File: config.mk
export PLATFORM = sky130hd
export DESIGN_NAME = prog_exc_detect
export DESIGN_NICKNAME = d
export VERILOG_FILES = /design/src/rtl/pe_pkg.sv /design/src/rtl/pe_cause_eval.sv /design/src/rtl/pe_fp_serial.sv /design/src/rtl/prog_exc_detect.sv
export SDC_FILE = /design/constraint.sdc
export NUM_CORES = 1
export LEC_CHECK = 0
export ABC_AREA = 1
export CAP_MARGIN = 30
export CORE_ASPECT_RATIO = 1.75
export CORE_MARGIN = 2
export CORE_UTILIZATION = 29
export DETAILED_ROUTE_END_ITERATION = 10
export GPL_TIMING_DRIVEN = 0
export HOLD_SLACK_MARGIN = 0.1
export PLACE_DENSITY = 0.79
export RECOVER_POWER = 50
export SYNTH_ARGS = -nofsm -noshare
export SYNTH_HDL_FRONTEND = slang
export SYNTH_SLANG_ARGS = --single-unit
File: constraint.sdc
create_clock -name clk -period 1.4 [get_ports clk]
set_input_delay 0.14 -clock clk [delete_from_list [all_inputs] [get_ports clk]]
set_output_delay 0.14 -clock clk [all_outputs]
set_load 0.01 [all_outputs]
File: src/rtl/pe_pkg.sv
package pe_pkg;
  localparam int NCAUSE  = 4;
  localparam int CI_FP   = 0;
  localparam int CI_ILL  = 1;
  localparam int CI_PRIV = 2;
  localparam int CI_TRAP = 3;
  // Cause index i lands at status bit SRR1_LSB + i.
  localparam int SRR1_LSB = 11;

  // Keeps only the highest-ranked cause: illegal > privileged > trap > fp.
  function automatic logic [NCAUSE-1:0] prio_pick(input logic [NCAUSE-1:0] raw);
    logic [NCAUSE-1:0] s;
    s = '0;
    if (raw[CI_ILL])       s[CI_ILL]  = 1'b1;
    else if (raw[CI_PRIV]) s[CI_PRIV] = 1'b1;
    else if (raw[CI_TRAP]) s[CI_TRAP] = 1'b1;
    else if (raw[CI_FP])   s[CI_FP]   = 1'b1;
    return s;
  endfunction
endpackage

File: src/rtl/pe_cause_eval.sv
module pe_cause_eval
  import pe_pkg::*;
#(
  parameter int NFP   = 5,
  parameter int NTRAP = 5
) (
  input  logic              msr_pr,
  input  logic              msr_fe0,
  input  logic              msr_fe1,
  input  logic              dec_illegal,
  input  logic              dec_nop_opt,
  input  logic              dec_supv,
  input  logic              dec_spr_move,
  input  logic              spr_invalid,
  input  logic              spr_top,
  input  logic              trap_op,
  input  logic [NTRAP-1:0]  trap_sel,
  input  logic [NTRAP-1:0]  trap_hit,
  input  logic [NFP-1:0]    fp_flags,
  input  logic [NFP-1:0]    fp_en,
  output logic [NCAUSE-1:0] cause_raw,
  output logic [NCAUSE-1:0] cause_sel
);
  logic ill_w, priv_w, spr_priv_w, trap_w, fp_w;

  assign ill_w      = dec_illegal & ~dec_nop_opt;
  assign spr_priv_w = dec_spr_move & spr_invalid & spr_top;
  assign priv_w     = msr_pr & (dec_supv | spr_priv_w);
  assign trap_w     = trap_op & (|(trap_sel & trap_hit));
  assign fp_w       = (msr_fe0 | msr_fe1) & (|(fp_flags & fp_en));

  always_comb begin
    cause_raw          = '0;
    cause_raw[CI_ILL]  = ill_w;
    cause_raw[CI_PRIV] = priv_w;
    cause_raw[CI_TRAP] = trap_w;
    cause_raw[CI_FP]   = fp_w;
  end

  assign cause_sel = prio_pick(cause_raw);
endmodule

File: src/rtl/pe_fp_serial.sv
module pe_fp_serial #(
  parameter int NFP   = 5,
  parameter int LEN_W = 2
) (
  input  logic           clk,
  input  logic           rst_n,
  input  logic           retire_vld,
  input  logic           fe_any,
  input  logic [NFP-1:0] fp_flags,
  input  logic [NFP-1:0] fp_sticky,
  input  logic [NFP-1:0] fp_en,
  input  logic           sum_upd,
  output logic           comp_stall
);
  localparam logic [LEN_W-1:0] LEN_ONE = LEN_W'(1);
  localparam logic [LEN_W-1:0] LEN_TWO = LEN_W'(2);

  logic [NFP-1:0]   new_bits;
  logic             quiet_set;
  logic [LEN_W-1:0] cnt_q;

  assign new_bits  = fp_flags & ~fp_sticky;
  assign quiet_set = ~fe_any & (|(new_bits & ~fp_en));

  always_ff @(posedge clk or negedge rst_n) begin
    if (!rst_n)              cnt_q <= '0;
    else if (retire_vld)     cnt_q <= quiet_set ? (sum_upd ? LEN_TWO : LEN_ONE) : '0;
    else if (cnt_q != '0)    cnt_q <= cnt_q - LEN_ONE;
  end

  assign comp_stall = (cnt_q != '0);

  AST_STALL_GATED: assert property (@(posedge clk) disable iff (!rst_n)
    (retire_vld && fe_any) |=> !comp_stall);
  AST_STALL_IDLE: assert property (@(posedge clk) disable iff (!rst_n)
    (!retire_vld && !comp_stall) |=> !comp_stall);
endmodule

File: src/rtl/prog_exc_detect.sv
module prog_exc_detect
  import pe_pkg::*;
#(
  parameter int               NFP     = 5,
  parameter int               NTRAP   = 5,
  parameter int               ADDR_W  = 32,
  parameter int               SRR1_W  = 32,
  parameter logic [ADDR_W-1:0] HI_BASE = 32'hFFF0_0000,
  parameter logic [11:0]      VEC_OFS = 12'h700
) (
  input  logic              clk,
  input  logic              rst_n,
  input  logic              retire_vld,
  input  logic              hi_inhibit,
  input  logic              msr_pr,
  input  logic              msr_ip,
  input  logic              msr_fe0,
  input  logic              msr_fe1,
  input  logic              dec_illegal,
  input  logic              dec_nop_opt,
  input  logic              dec_supv,
  input  logic              dec_spr_move,
  input  logic              spr_invalid,
  input  logic              spr_top,
  input  logic              trap_op,
  input  logic [NTRAP-1:0]  trap_sel,
  input  logic [NTRAP-1:0]  trap_hit,
  input  logic [NFP-1:0]    fp_flags,
  input  logic [NFP-1:0]    fp_sticky,
  input  logic [NFP-1:0]    fp_en,
  input  logic              fp_sum_upd,
  output logic              exc_req,
  output logic [SRR1_W-1:0] exc_srr1,
  output logic [ADDR_W-1:0] exc_vector,
  output logic              comp_stall
);
  localparam logic [ADDR_W-1:0] OFS_EXT = ADDR_W'(VEC_OFS);

  logic [NCAUSE-1:0] cause_raw, cause_sel;
  logic              take_w;
  logic [ADDR_W-1:0] vec_next;
  logic [SRR1_W-1:0] srr1_next;

  pe_cause_eval #(.NFP(NFP), .NTRAP(NTRAP)) u_cause (
    .msr_pr(msr_pr), .msr_fe0(msr_fe0), .msr_fe1(msr_fe1),
    .dec_illegal(dec_illegal), .dec_nop_opt(dec_nop_opt), .dec_supv(dec_supv),
    .dec_spr_move(dec_spr_move), .spr_invalid(spr_invalid), .spr_top(spr_top),
    .trap_op(trap_op), .trap_sel(trap_sel), .trap_hit(trap_hit),
    .fp_flags(fp_flags), .fp_en(fp_en),
    .cause_raw(cause_raw), .cause_sel(cause_sel)
  );

  pe_fp_serial #(.NFP(NFP), .LEN_W(2)) u_serial (
    .clk(clk), .rst_n(rst_n), .retire_vld(retire_vld),
    .fe_any(msr_fe0 | msr_fe1), .fp_flags(fp_flags), .fp_sticky(fp_sticky),
    .fp_en(fp_en), .sum_upd(fp_sum_upd), .comp_stall(comp_stall)
  );

  assign take_w   = retire_vld & ~hi_inhibit & (|cause_raw);
  assign vec_next = (msr_ip ? HI_BASE : '0) | OFS_EXT;

  always_comb begin
    srr1_next = '0;
    for (int i = 0; i < NCAUSE; i++) srr1_next[SRR1_LSB + i] = cause_sel[i];
  end

  always_ff @(posedge clk or negedge rst_n) begin
    if (!rst_n) begin
      exc_req    <= 1'b0;
      exc_srr1   <= '0;
      exc_vector <= '0;
    end else begin
      exc_req  <= take_w;
      exc_srr1 <= take_w ? srr1_next : '0;
      if (take_w) exc_vector <= vec_next;
    end
  end

  AST_IDLE_NO_REQ: assert property (@(posedge clk) disable iff (!rst_n)
    !retire_vld |=> !exc_req);
  AST_INHIBIT_NO_REQ: assert property (@(posedge clk) disable iff (!rst_n)
    hi_inhibit |=> !exc_req);
  AST_VEC_OFFSET: assert property (@(posedge clk) disable iff (!rst_n)
    exc_req |-> (exc_vector[11:0] == VEC_OFS));
  AST_CAUSE_ONEHOT: assert property (@(posedge clk) disable iff (!rst_n)
    exc_req |-> $onehot(exc_srr1));
  AST_QUIET_SRR1: assert property (@(posedge clk) disable iff (!rst_n)
    !exc_req |-> (exc_srr1 == '0));
  AST_ILLEGAL_WINS: assert property (@(posedge clk) disable iff (!rst_n)
    (retire_vld && !hi_inhibit && cause_raw[CI_ILL]) |=> exc_srr1[SRR1_LSB + CI_ILL]);
endmodule

==> results.tsv <==
stage	metric	value	unit
grt	pin count of the biggest net entering global routing	10	
floorplanning	die area	4170	um2
grt	first-pass GRT wire length	3.70	mm
pwr	leakage	0.00111	uW
worst_setup_path	critical path class	flip-flop to output port	
route	wire per inst	7.87	um
clock_tree	CTS buffer count	3	
logic_synthesis	commonest cells in the netlist	buf_4 (58), nand2_1 (20), inv_1 (17)	
route	via/cell ratio	3.61	
sta	WHS	269	ps
route	DRC Markers	0	
clock_tree	Worst-Skew Late Latency	230	ps
clock_tree	Clock transition at path regs	40	ps
sta	period utilization	95.2	%
clock_tree	Post-CTS Hold Buffers	0	
route	initial DRC count	2	
min_path	Hold Path Class	primary input to asynchronous set/reset pin	
placement	GPL Wtd Cong	0.683	
logic_synthesis	Post-synth ARST share	100	%
pwr	peak supply drop	0.000377	V
route	post-route ant nets	0	
placement	dpl cell area	1890	um2
clock_tree	H-tree depth	1	
layout	Nets	298	
pwr	power per standard cell area	649	nW/um2
layout	antenna cells	0	
grt	vias in the first global route	995	
floorplanning	IO Pins	107	
worst_setup_path	R2R cell count	5	
logic_synthesis	Post-Syn Area	1060	um2
clock_tree	CTS Root Cell	clkbuf_8	
logic_synthesis	EDFF count, synth	0	
placement	buffers added on ports	61	
sta	Final Hold Viols	0	
worst_setup_path	R2R setup slack	310	ps
route	final wirelength	2.37	mm
clock_tree	Clock Path Buffers	2	
sta	Final Max Slew Viols	0	
logic_synthesis	Mapped Avg Cell Area	7.45	um2
logic_synthesis	Yosys top cell area share	41.1	%
worst_setup_path	Startpoint Class	flip-flop	
floorplanning	Row Count	29	
worst_setup_path	CP Capture Type	output port	
worst_setup_path	Critical Path RT	1260	ps
grt	initial antenna violation count	0	
sta	max frequency	0.751	GHz
layout	synthesis-to-layout area growth	83.0	%
sta	RSZ-0062 raised after global routing	no	
grt	Global Route Usage Sum	11.1	%
logic_synthesis	#FFs+latches synth	9	
route	DR vias	1087	
floorplanning	Die Ht	83.9	um
floorplanning	die extent in x	49.7	um
logic_synthesis	Yosys warnings	0	
placement	Post-DP HPWL	2.23	mm
logic_synthesis	count leader, synth	buf_4	
worst_setup_path	end of the worst register-to-register path	u_serial.cnt_q[1]	
sta	final setup violation count	0	
layout	share of layout cells above drive strength 1	31.0	%
worst_setup_path	worst r2r src	u_serial.cnt_q[0]	
logic_synthesis	top cell type by total area after synthesis	buf_4	
logic_synthesis	top post-synthesis cells by area	buf_4 (41%), dfrtp_1 (21%), nand2_1 (7.1%)	
worst_setup_path	WP data arrival	1190	ps
worst_setup_path	CP max FO	4	
layout	post-route cell area	1940	um2
run_status	status	completed	
clock_tree	TritonCTS Sinks	9	
logic_synthesis	Seq/Total Area, Yosys	21.3	%
sta	Setup Skew	0.265	ps
flow_run	Max-Cap Viols	0	
logic_synthesis	Top FF cell, synth	dfrtp_1	
floorplanning	Initial Utilization	29.8	%
clock_tree	CTS tree	built	
logic_synthesis	post-synth cell types	22	
logic_synthesis	Mapped Cells	142	
route	DR pass1 iterations	3	
sta	clock period minus worst slack	1330	ps
floorplanning	core box area	3560	um2
grt	Overflow after GRT	0	
## area by class of cell
class / instances / area, um2
inverter: 17 / 63.8
sequential: 9 / 226
timing repair buffer: 65 / 623
fill: 372 / 1620
multi-input combinational: 102 / 485
tap: 46 / 57.6
buffer: 58 / 435
clock buffer: 4 / 45.0
## state kept, by name, indices dropped and copies added, names as in the netlist
signal          cells
exc_req             1
exc_srr1            4
u_serial.cnt_q      2
exc_vector          2
## routing by layer
metal  global-route usage, %  vias to the layer above  share of wire [%]
li1                        -                      554                  -
met1                    7.89                      458                 25
met2                    24.4                       73                 60
met3                    2.87                        2                 14
met4                    4.55                        0               0.89
met5                       0                        -                  0
## power by group
part | switching, uW | total (uW) | internal, uW
Sequential | 15.3 | 306 | 291
Combinational | 273 | 658 | 384
Clock | 94.6 | 292 | 198
## worst max path at each step
| stage | startpoint | endpoint | slack [ps] |
|---|---|---|---|
| after floorplan | u_serial.cnt_q[0] | u_serial.cnt_q[1] | 390 |
| after global placement | exc_vector[30] | exc_vector[26] | 30 |
| after global routing | u_serial.cnt_q[0] | comp_stall | 9 |
| after CTS | exc_vector[30] | exc_vector[20] | 5 |
| after detailed placement | exc_vector[30] | exc_vector[22] | -0.5 |
| final | u_serial.cnt_q[0] | comp_stall | 70 |
## kinds of logic (layout without fill, tap and decap cells)
logic type,count (synthesis),in the layout,synth area share [%]
fa+ha+maj,1,1,1.18
simple gates,47,47,22.8
other cells,1,45,0.354
buf+inv,75,144,47.2
flops,9,9,21.3
compound gates,9,9,7.21
## critical path, stage by stage (launching register included)
cell,delay (ps)
dfrtp_1,340
inv_1,60
ha_1,200
inv_1,90
dlygate4sd2_1,270
## placed cells by master, fill, tap and decap left out, types with 2 or more instances in the layout
| master | instances |
|---|---|
| buf_4 | 63 |
| conb_1 | 45 |
| clkdlybuf4s50_1 | 43 |
| nand2_1 | 21 |
| inv_1 | 17 |
| dlygate4sd2_1 | 12 |
| dfrtp_1 | 8 |
| nand3_1 | 7 |
| nor2_1 | 5 |
| nand2_2 | 4 |
| o21ai_0 | 4 |
| clkbuf_8 | 3 |
| dlygate4sd3_1 | 3 |
| nand3_2 | 2 |
| nor2_2 | 2 |
| nand3b_1 | 2 |
| a21oi_1 | 2 |
| clkdlybuf4s25_1 | 2 |
## timing repair
action	CTS	global route
endpoints found under the setup margin	15	2
endpoints found under the hold margin	0	0
resized for setup	15	2
pin swaps	0	0
setup buffers	4	0
gates cloned	0	0
## stage by stage
stage | power [uW] | setup WS, ps | util (%) | setup TNS [ps] | cells
5_1_grt | 1340 | 9.07 | 54.5 | 0 | 301
4_1_cts | 1270 | 5.31 | 54.9 | 0 | 301
2_1_floorplan | 699 | 388 | - | 0 | 186
3_5_place_dp | 1000 | -0.469 | 53.2 | -0.469 | 293
3_3_place_gp | 981 | 26.2 | 53.2 | 0 | 293
6_report | 1260 | 67.8 | 54.5 | 0 | 301
Power figures use the tool's default switching activity.
